`src/rtl/mcore_pkg.sv`:
```
package mcore_pkg;

  typedef enum logic [3:0] {
    OP_MOV  = 4'd0,
    OP_LDI  = 4'd1,
    OP_ILDI = 4'd2,
    OP_LOAD = 4'd3,
    OP_ST   = 4'd4,
    OP_INC  = 4'd5,
    OP_DEC  = 4'd6,
    OP_BR   = 4'd7,
    OP_END  = 4'd8,
    OP_ADD  = 4'd9,
    OP_SUB  = 4'd10,
    OP_AND  = 4'd11,
    OP_OR   = 4'd12,
    OP_SHL  = 4'd13,
    OP_SHR  = 4'd14,
    OP_NOP  = 4'd15
  } opcode_t;

  typedef enum logic [2:0] {
    PH_FETCH,
    PH_DECODE,
    PH_EXEC,
    PH_MEMWAIT,
    PH_HALT
  } phase_t;

  typedef enum logic [1:0] {
    CC_ZERO  = 2'd0,
    CC_NEG   = 2'd1,
    CC_OVF   = 2'd2,
    CC_UNDER = 2'd3
  } cond_t;

  typedef struct packed {
    logic z;
    logic n;
    logic v;
    logic u;
  } flags_t;

endpackage

```
`src/rtl/mcore_regfile.sv`:
```
module mcore_regfile #(
  parameter int DATA_W = 8,
  parameter int RA_W   = 4
) (
  input  logic              clk,
  input  logic              rst,
  input  logic              we,
  input  logic [RA_W-1:0]   widx,
  input  logic [DATA_W-1:0] wdata,
  input  logic [RA_W-1:0]   ra,
  input  logic [RA_W-1:0]   rb,
  output logic [DATA_W-1:0] rd_a,
  output logic [DATA_W-1:0] rd_b
);
  localparam int NREG = 1 << RA_W;

  logic [NREG-1:0][DATA_W-1:0] bank;

  for (genvar i = 0; i < NREG; i++) begin : g_reg
    logic [DATA_W-1:0] q;
    always_ff @(posedge clk) begin
      if (rst)                           q <= '0;
      else if (we && widx == RA_W'(i))   q <= wdata;
    end
    assign bank[i] = q;
  end

  assign rd_a = bank[ra];
  assign rd_b = bank[rb];

  // a write reaches the addressed entry on the following cycle
  p_write_lands_r8: assert property (@(posedge clk) disable iff (rst)
    we |=> bank[$past(widx)] == $past(wdata));

endmodule

```
`src/rtl/mcore_alu.sv`:
```
module mcore_alu import mcore_pkg::*; #(
  parameter int DATA_W = 8
) (
  input  opcode_t           op,
  input  logic [DATA_W-1:0] a,
  input  logic [DATA_W-1:0] b,
  input  flags_t            f_in,
  output logic [DATA_W-1:0] res,
  output flags_t            f_out,
  output logic              f_we
);
  localparam logic [DATA_W-1:0] MAX_POS = {1'b0, {(DATA_W-1){1'b1}}};
  localparam logic [DATA_W-1:0] MIN_NEG = {1'b1, {(DATA_W-1){1'b0}}};
  localparam int MSB = DATA_W - 1;

  logic [DATA_W-1:0] sum, diff, lost_mask;

  assign sum       = a + b;
  assign diff      = a - b;
  assign lost_mask = ~({DATA_W{1'b1}} << b);

  always_comb begin
    res   = '0;
    f_out = f_in;
    f_we  = 1'b0;
    unique case (op)
      OP_INC: begin
        res = a + 1'b1; f_we = 1'b1; f_out.v = (a == MAX_POS);
      end
      OP_DEC: begin
        res = a - 1'b1; f_we = 1'b1; f_out.v = (a == MIN_NEG);
      end
      OP_ADD: begin
        res = sum; f_we = 1'b1;
        f_out.v = (a[MSB] == b[MSB]) && (sum[MSB] != a[MSB]);
      end
      OP_SUB: begin
        res = diff; f_we = 1'b1;
        f_out.v = (a[MSB] != b[MSB]) && (diff[MSB] != a[MSB]);
      end
      OP_AND: begin res = a & b; f_we = 1'b1; end
      OP_OR:  begin res = a | b; f_we = 1'b1; end
      OP_SHL: begin
        res = a << b; f_we = 1'b1; f_out.u = 1'b0;
      end
      OP_SHR: begin
        res = a >> b; f_we = 1'b1; f_out.u = |(a & lost_mask);
      end
      default: ;
    endcase
    if (f_we) begin
      f_out.z = (res == '0);
      f_out.n = res[MSB];
    end
  end

endmodule

```
`src/rtl/mcore_seq.sv`:
```
module mcore_seq import mcore_pkg::*; #(
  parameter int IW   = 16,
  parameter int PC_W = 8
) (
  input  logic            clk,
  input  logic            rst,
  input  logic [IW-1:0]   pm_data,
  input  opcode_t         op,
  input  cond_t           cond,
  input  logic [PC_W-1:0] target,
  input  flags_t          f_next,
  input  logic            f_we,
  output phase_t          phase,
  output logic [IW-1:0]   ir,
  output logic [PC_W-1:0] pc,
  output flags_t          flags
);
  logic flag_sel, taken;

  always_comb begin
    unique case (cond)
      CC_ZERO:  flag_sel = flags.z;
      CC_NEG:   flag_sel = flags.n;
      CC_OVF:   flag_sel = flags.v;
      default:  flag_sel = flags.u;
    endcase
  end

  assign taken = (op == OP_BR) && !flag_sel;

  always_ff @(posedge clk) begin
    if (rst) begin
      phase <= PH_FETCH;
      pc    <= '0;
      ir    <= '0;
      flags <= '0;
    end else begin
      unique case (phase)
        PH_FETCH: begin
          ir    <= pm_data;
          phase <= PH_DECODE;
        end
        PH_DECODE: phase <= PH_EXEC;
        PH_EXEC: begin
          if (f_we) flags <= f_next;
          if (op == OP_END) begin
            phase <= PH_HALT;
          end else begin
            pc    <= taken ? target : pc + 1'b1;
            phase <= (op == OP_LOAD) ? PH_MEMWAIT : PH_FETCH;
          end
        end
        PH_MEMWAIT: phase <= PH_FETCH;
        default:    phase <= PH_HALT;
      endcase
    end
  end

  // halt is permanent until reset
  p_halt_sticky_r11: assert property (@(posedge clk) disable iff (rst)
    phase == PH_HALT |=> phase == PH_HALT);
  // program counter frozen while halted
  p_pc_frozen_r11: assert property (@(posedge clk) disable iff (rst)
    phase == PH_HALT |=> $stable(pc));
  // a load always spends one wait phase
  p_load_wait_r5: assert property (@(posedge clk) disable iff (rst)
    (phase == PH_EXEC && op == OP_LOAD) |=> phase == PH_MEMWAIT);
  // non-load, non-halt instructions return to fetch
  p_three_cycle_r2: assert property (@(posedge clk) disable iff (rst)
    (phase == PH_EXEC && op != OP_LOAD && op != OP_END) |=> phase == PH_FETCH);
  // program counter only moves at the end of execute
  p_pc_moves_in_exec_r2: assert property (@(posedge clk) disable iff (rst)
    (phase != PH_EXEC) |=> $stable(pc));

endmodule

```
`src/rtl/reg8_core.sv`:
```
module reg8_core import mcore_pkg::*; #(
  parameter int DATA_W = 8,
  parameter int RA_W   = 4
) (
  input  logic                    clk,
  input  logic                    rst,
  output logic [2*RA_W-1:0]       pm_addr,
  input  logic [4+3*RA_W-1:0]     pm_data,
  output logic [2*RA_W-1:0]       ram_addr,
  output logic [DATA_W-1:0]       ram_wdata,
  output logic                    ram_we,
  output logic                    ram_re,
  input  logic [DATA_W-1:0]       ram_rdata,
  output logic                    halted
);
  localparam int IMM_W = 2 * RA_W;
  localparam int IW    = 4 + 3 * RA_W;
  localparam int PC_W  = IMM_W;

  phase_t            phase;
  logic [IW-1:0]     ir;
  logic [PC_W-1:0]   pc;
  flags_t            flags, alu_flags;
  logic              alu_fwe;
  opcode_t           op;
  cond_t             cond;
  logic [RA_W-1:0]   fa, fb, fc;
  logic [IMM_W-1:0]  imm;
  logic [DATA_W-1:0] rd_a, rd_b, opa, opb, alu_res;
  logic              wr_en;
  logic [RA_W-1:0]   wr_idx;
  logic [DATA_W-1:0] wr_data;

  assign op   = opcode_t'(ir[IW-1 -: 4]);
  assign fa   = ir[3*RA_W-1 -: RA_W];
  assign fb   = ir[2*RA_W-1 -: RA_W];
  assign fc   = ir[RA_W-1:0];
  assign imm  = ir[IMM_W-1:0];
  assign cond = cond_t'(ir[3*RA_W-1 -: 2]);

  mcore_seq #(.IW(IW), .PC_W(PC_W)) u_seq (
    .clk(clk), .rst(rst), .pm_data(pm_data), .op(op), .cond(cond),
    .target(imm), .f_next(alu_flags), .f_we(phase == PH_EXEC && alu_fwe),
    .phase(phase), .ir(ir), .pc(pc), .flags(flags)
  );

  mcore_regfile #(.DATA_W(DATA_W), .RA_W(RA_W)) u_rf (
    .clk(clk), .rst(rst), .we(wr_en), .widx(wr_idx), .wdata(wr_data),
    .ra(fa), .rb(fb), .rd_a(rd_a), .rd_b(rd_b)
  );

  mcore_alu #(.DATA_W(DATA_W)) u_alu (
    .op(op), .a(opa), .b(opb), .f_in(flags),
    .res(alu_res), .f_out(alu_flags), .f_we(alu_fwe)
  );

  // operand latch: sources captured in decode, so execute may overwrite them
  always_ff @(posedge clk) begin
    if (rst) begin
      opa <= '0;
      opb <= '0;
    end else if (phase == PH_DECODE) begin
      opa <= rd_a;
      opb <= rd_b;
    end
  end

  always_comb begin
    wr_en   = 1'b0;
    wr_idx  = fa;
    wr_data = alu_res;
    if (phase == PH_EXEC) begin
      unique case (op)
        OP_MOV:  begin wr_en = 1'b1; wr_idx = fb; wr_data = opa; end
        OP_LDI:  begin wr_en = 1'b1; wr_data = DATA_W'(imm); end
        OP_ILDI: begin wr_en = 1'b1; wr_idx = opa[RA_W-1:0]; wr_data = DATA_W'(imm); end
        OP_INC, OP_DEC: wr_en = 1'b1;
        OP_ADD, OP_SUB, OP_AND, OP_OR, OP_SHL, OP_SHR: begin
          wr_en = 1'b1; wr_idx = fc;
        end
        default: ;
      endcase
    end else if (phase == PH_MEMWAIT) begin
      wr_en   = 1'b1;
      wr_data = ram_rdata;
    end
  end

  assign pm_addr   = pc;
  assign ram_addr  = imm;
  assign ram_wdata = opa;
  assign ram_we    = (phase == PH_EXEC) && (op == OP_ST);
  assign ram_re    = (phase == PH_EXEC) && (op == OP_LOAD);
  assign halted    = (phase == PH_HALT);

  // RAM strobes are mutually exclusive
  p_strobe_excl_r6: assert property (@(posedge clk) disable iff (rst)
    !(ram_we && ram_re));
  // no RAM traffic once halted
  p_quiet_halt_r11: assert property (@(posedge clk) disable iff (rst)
    halted |-> !ram_we && !ram_re);
  // a store strobe lasts a single cycle
  p_store_pulse_r6: assert property (@(posedge clk) disable iff (rst)
    ram_we |=> !ram_we);

endmodule

```
`config.mk`:
```
export PLATFORM = sky130hd
export DESIGN_NAME = reg8_core
export DESIGN_NICKNAME = d
export VERILOG_FILES = /design/src/rtl/mcore_pkg.sv /design/src/rtl/mcore_regfile.sv /design/src/rtl/mcore_alu.sv /design/src/rtl/mcore_seq.sv /design/src/rtl/reg8_core.sv
export SDC_FILE = /design/constraint.sdc
export NUM_CORES = 1
export LEC_CHECK = 0
export BUFFER_PORTS_ARGS = -buffer_cell sky130_fd_sc_hd__buf_2
export CAP_MARGIN = 20
export CELL_PAD_IN_SITES_DETAIL_PLACEMENT = 1
export CELL_PAD_IN_SITES_GLOBAL_PLACEMENT = 1
export CORE_ASPECT_RATIO = 0.6
export CORE_MARGIN = 4
export CORE_UTILIZATION = 35
export CTS_BUF_LIST = sky130_fd_sc_hd__clkbuf_8
export DETAILED_ROUTE_END_ITERATION = 8
export PLACE_DENSITY_LB_ADDON = 0.1
export SETUP_SLACK_MARGIN = 0.2
export SYNTH_ARGS = -nofsm -noshare
export SYNTH_HDL_FRONTEND = slang
export SYNTH_SLANG_ARGS = --single-unit
```
`constraint.sdc`:
```
create_clock -name clk -period 3.4 [get_ports clk]
set_clock_uncertainty 0.15 [all_clocks]
set_input_delay 0.34 -clock clk [delete_from_list [all_inputs] [get_ports clk]]
set_output_delay 0.34 -clock clk [all_outputs]
set_load 0.05 [all_outputs]
```
======== Word level (Yosys, flattened, before mapping) ========
Index checks and enable logic that the tools add are counted.
word-level totals
  register bits ........................... 175
  bits of input ports ..................... 26
  output and inout port bits .............. 27
  word-level logic and storage cells ...... 141
operators by class
  add/subtract/negate cells ............... 5
  order comparisons ....................... 2
  eq/ne operators ......................... 41
  shift-type cells ........................ 3
  multiplexer cells ....................... 21
  bitwise gates (word level) .............. 5
  reductions and logical operators ........ 39
operator list
  operator               number
  $bmux W8 S4            2
  $pmux W8 S8            1
  $eq A4 B4 Y1 const B   15
  $mux W8                5
  $eq A4 B3 Y1 const B   8
  $logic_and A1 B1 Y1    22
  $add A8 B1 Y8 const B  2
  $and A8 B8 Y8          2
  $eq A4 B2 Y1 const B   4
  $pmux W8 S2            1
  $reduce_or A8 Y1       2
  $pmux W3 S4            1
  $pmux W4 S3            1
  $reduce_or A11 Y1      1
  $lt A4 B5 Y1 const B   2
  $reduce_and A3 Y1      3
  $add A8 B8 Y8          1
  $eq A4 B1 Y1 const B   2
  $eq A8 B7 Y1 const B   1
  $eq A8 B8 Y1 const B   1
  $logic_not A4 Y1       2
  $logic_not A8 Y1       1
  $not A8 Y8             1
  $or A8 B8 Y8           1
  other kinds (28)       34

======== Depth between registers and ports, before layout ========
  word-level depth ........................ 6
  depth in mapped cells ................... 13
  gate-level depth less buffers ........... 11

======== Cells and area by module ========
From an unflattened synthesis, not the netlist that was laid out.
unflattened totals
  cell total of the unflattened synthesis .. 1408
  area, all modules ....................... 12075.3 µm²
by module, submodules not included
  module         instances  cells each  area each (µm²)  sequential area each (µm²)
  mcore_regfile  1          754         7043.0           2562.5
  mcore_alu      1          321         2391.0           0.0
  mcore_seq      1          173         1432.6           620.6
  reg8_core      1          160         1208.7           320.3

======== Worst setup path after synthesis ========
OpenSTA, ideal clock, no wires.
  path type ............................... flip-flop to flip-flop
  start point ............................. reg opa[4], in the netlist ram_wdata[4]
  end point ............................... reg u_rf.g_reg[7].q[7]
  setup time .............................. 0.129 ns
  data arrival time ....................... 3.503 ns
  required time ........................... 3.121 ns
  slack ................................... -0.382 ns
  stages on the path, launching flop included .. 13
  path buffers ............................ 4
  period minus slack after synthesis ...... 3.782 ns
  path through ............................ dfxtp_1 > clkbuf_1 > clkbuf_1 > inv_1 > ha_1 > clkbuf_1 > a21oi_1 > a211oi_1 > a211oi_1 > mux2_2 > nor4_4 > buf_2 > o32ai_1
on the way
  cells in the longest elaborated chain, start to end .. 4
  elaborated cells between the ends (all ways) .. 10
  those cells by class .................... add/sub (4); shift (2); mux (4)
RTL lines
  item                                           RTL line                          source
  from (decl)                                    reg8_core.sv:29                   logic [DATA_W-1:0] rd_a, rd_b, opa, opb, alu_res;
  from (signal assigned)                         reg8_core.sv:63                   opa <= rd_a;
  $sub A8 B8 Y8, or another cell as far along    mcore_alu.sv:19                   assign diff = a - b;
  $pmux W8 S8 (*)                                mcore_alu.sv:26                   unique case (op)
  $pmux W8 S2 / $mux W8 (equally long branches)  reg8_core.sv:73, reg8_core.sv:83
  $mux W8 (*)                                    reg8_core.sv:72                   if (phase == PH_EXEC) begin
  to (signal assigned)                           mcore_regfile.sv:23               else if (we && widx == RA_W'(i)) q <= wdata;
  to (decl)                                      mcore_regfile.sv:20               logic [DATA_W-1:0] q;
Every way passes the cells marked *; elsewhere a longest branch is shown, timed or not.
A chain may end at the register's enable or synchronous reset.

======== Worst setup path in the final report ========
  start point ............................. reg opa[3], in the netlist ram_wdata[3]
  end point ............................... reg u_seq.flags[3] (netlist name)
on the way
  cells in the longest elaborated chain, start to end .. 3
  elaborated cells between the ends (all ways) .. 10
  those cells by class .................... add/sub (4); shift (2); mux (1); bitwise (2); reduce/logical (1)
RTL lines
  item                                         RTL line         source
  $sub A8 B8 Y8, or another cell as far along  mcore_alu.sv:19
  $pmux W8 S8 (*)                              mcore_alu.sv:26
  $logic_not A8 Y1 (*)                         mcore_alu.sv:52  f_out.z = (res == '0);
Marks and branches as above.

==> out/results.ini <==
[outcome]
outcome=completed

[place]
post-dp-hpwl_um=30300
dp_slack_ns=-0.0186
placement.io_buffers=52
gp_congestion=0.966

[sta]
rsz0062_at_grt=no
timing.final.crit_period_ns=3.15
max_freq_ghz=0.318
finalHoldWorstSlack_ns=0.236
finalHoldViolCount=0
final-max-slew-violation-count=0
max_slew_margin_pct=32.1
worstMarginPinSlew_ns=1.01
final_worst_path_period_share_pct=92.5
postLayoutSetupSlackWorst_ns=0.255
report.final.setup_viol=0

[route]
route.detailed.wl_per_inst_um=24.9
dr.pass1.iters=5
route.antenna.remaining_nets=0
route.detailed.vias_per_inst=5.91
route.vias.total=9883
drt_wl_total_um=41600
drt_drc_violations_left=0
dr.first_iter.drc_count=1019

[cts]
clock_tree_from_tritoncts=built
cts.htree.levels=4
cts_made_buffers=17
clkLatencyLatePin_ns=0.49
cts_buffer_depth=2
clock_tree.root_cell=clkbuf_8
cts.sinks=175
worst_setup_hold_path_clk_slew_ns=0.10
cts.repair_timing.setup_buffer_count=0

[setup_path]
critical_path_data_arrival_time_ns=3.38
critPathCaptureType=register
cp.buffers_inverters=1
crit_chain=inv_1 > ha_1 > nand2_1 > a21o_1 > a211oi_1 > a211oi_2 > mux2_2 > or3_1 > o41ai_1
reg2reg_depth=9
kind_of_start_point_of_the_critical_path=register
crit_path_top_delay_cell=or3_1
path_class=reg -> reg
cpLargestDelayFamily=compound AO/OA/AOI/OAI gates
cp_slowest_stage_delay_ns=0.52
path_depth=9
cp_max_fo=14
required_ns=3.64

[synth]
asyncSetResetFlopFracSynth_pct=0
yosys-top-cells-count=dfxtp_1 (175), nor2_1 (124), mux2i_1 (110)
number_of_nets_in_the_synthesized_netlist=1242
synth_warnings=0
yosys.cell_count.top_type=dfxtp_1
postSynthAreaPerCell_um2=9.54
postSynthCellCount=1185
synthDistinctLibCells=84
post_synth_edffs=0
seq_area_frac_synth_pct=31.0
netlist_top_cells_area=dfxtp_1 (31%), mux4_2 (17%), mux2i_1 (9.7%)
total_of_flip_flops_plus_latches_after_synthesis=175
yosys.area.top_type_share_pct=31.0
synthesized_cell_area_um2=11300
post-synth-top-area-cell=dfxtp_1
synth-main-ff-cell=dfxtp_1

[finish]
number_of_antenna_cells_inserted=0
ratio_of_cells_with_drive_above_1_in_the_final_layout_pct=25.8
fillerInstances=3645
area_growth_syn_to_fin_pct=14.8
final_nets=1301

[floorplanning]
floorplan.die_area_um2=35300
die_height_um=147
ioPinCount=53
design.core.area_um2=31500
initial_utilization_pct=35.8
dieWidth_um=240
core.rowCount=50

[global_route]
global_route.peak_usage_layer=met1
groute.usage.overall_pct=23.7
maximum_number_of_pins_on_one_net_before_global_route_repair=72
grt_util_met2_pct=31.7
gr_layer_usage_met1_pct=38.1
grt-ovfl-total=0
first_global_vias=9880
globalRouteMet3Util_pct=6.06
grt_pass1_wl_um=63500
grt_antenna_before_repair=0

[worst_hold_path]
hold_path_class=in -> reg
min_path_cells=2

[power_and_ir_drop]
static-leakage-power_nw=4.89
irDropWorstVdd_v=0.000265
power.density_cell_area_nw_per_um2=342

[flow_run]
cap_violations=0

[worst paths after layout]
path                                                  startpoint                          endpoint  slack, ns
worst max-delay path                   ram_wdata[3]$_SDFFE_PP0N_       u_seq.flags[3]$_SDFFE_PP0P_       0.25
worst min register to register  u_rf.g_reg[14].q[5]$_SDFFE_PP0P_  u_rf.g_reg[14].q[5]$_SDFFE_PP0P_       0.35
worst max register to register         ram_wdata[3]$_SDFFE_PP0N_       u_seq.flags[3]$_SDFFE_PP0P_       0.25
worst min-delay path                                         rst         ram_wdata[6]$_SDFFE_PP0N_       0.24
[power breakdown]
group / internal, mW / switching [mW] / leakage [nW]
registers: 2.07 / 0.0728 / 1.42
clock network: 0.672 / 0.853 / 0.191
logic: 0.274 / 0.487 / 3.28
total: 3.02 / 1.41 / 4.89
[flip-flops by register name, indices dropped and copies added, names as in the netlist]
signal and cells:
u_seq.ir 16, opb 8, u_seq.phase 3, ram_wdata 8, u_seq.pc 8, u_rf.g.q 128
u_seq.flags 4
[worst register-to-register path, delay by kind of cell, from the launching register on]
family / cells / cell delay (ns)
AO/OA/AOI/OAI: 4 / 0.90
buffers and inverters: 1 / 0.07
adder cells (fa/ha/maj): 1 / 0.40
multiplexers: 1 / 0.41
flip-flops: 1 / 0.48
AND/OR/NAND/NOR: 2 / 0.63
[area by class of cell]
cell class | count | area (um^2) | share of cell area (%)
flip-flops and latches | 175 | 3520 | 27.1
repair buffers | 158 | 1170 | 9.04
well taps | 416 | 520 | 4.01
inverters | 33 | 124 | 0.954
multi-input cells | 859 | 7250 | 55.9
clock buffers | 18 | 248 | 1.91
clock inverters | 12 | 135 | 1.04
[per-layer routing]
layer / part of all wire, % / routed length (um)
met3: 7.3 / 3050
met4: 0.81 / 337
met1: 52 / 21500
met5: 0 / 0
met2: 40 / 16700
[layout by cell type (no fill, tap or decap), types with 25 or more instances in the layout]
cell,instances
inv_1,32
nand3b_1,36
o21ai_0,42
a21oi_1,59
mux4_2,84
dfxtp_1,164
buf_2,51
ha_1,26
nand3_1,25
nor2_1,123
buf_4,85
mux2i_1,110
nand2_1,102
[kinds of logic after synthesis]
group | after synthesis | share of synthesized area (%)
buf+inv | 151 | 6.12
fa+ha+maj | 31 | 3.56
flops | 175 | 31.0
compound gates | 223 | 13.6
mux | 204 | 27.5
simple gates | 391 | 17.5
xor+xnor | 10 | 0.775
[through the flow]
stage / instances / power (mW) / utilization (%) / TNS [ns] / cell area, um^2
final: 1671 / 4.43 / 41.2 / 0 / 13000
after global routing: 1671 / 4.64 / 41.2 / 0 / 13000
after floorplan: 1185 / 2.66 / - / 0 / 11300
after global placement: 1625 / 2.92 / 39.0 / 0 / 12300
after detailed placement: 1625 / 2.93 / 39.0 / -0.0186 / 12300
after CTS: 1671 / 4.47 / 40.8 / 0 / 12900
[repair_timing]
action                                 in CTS  in global routing
cloned                                      0                  0
pin swaps                                   0                  2
setup endpoints to repair                  17                114
endpoints found under the hold margin      16                  0
resized for setup                           5                 20
hold buffers                               16                  0
No activity file was read; power rests on OpenSTA's default activity.
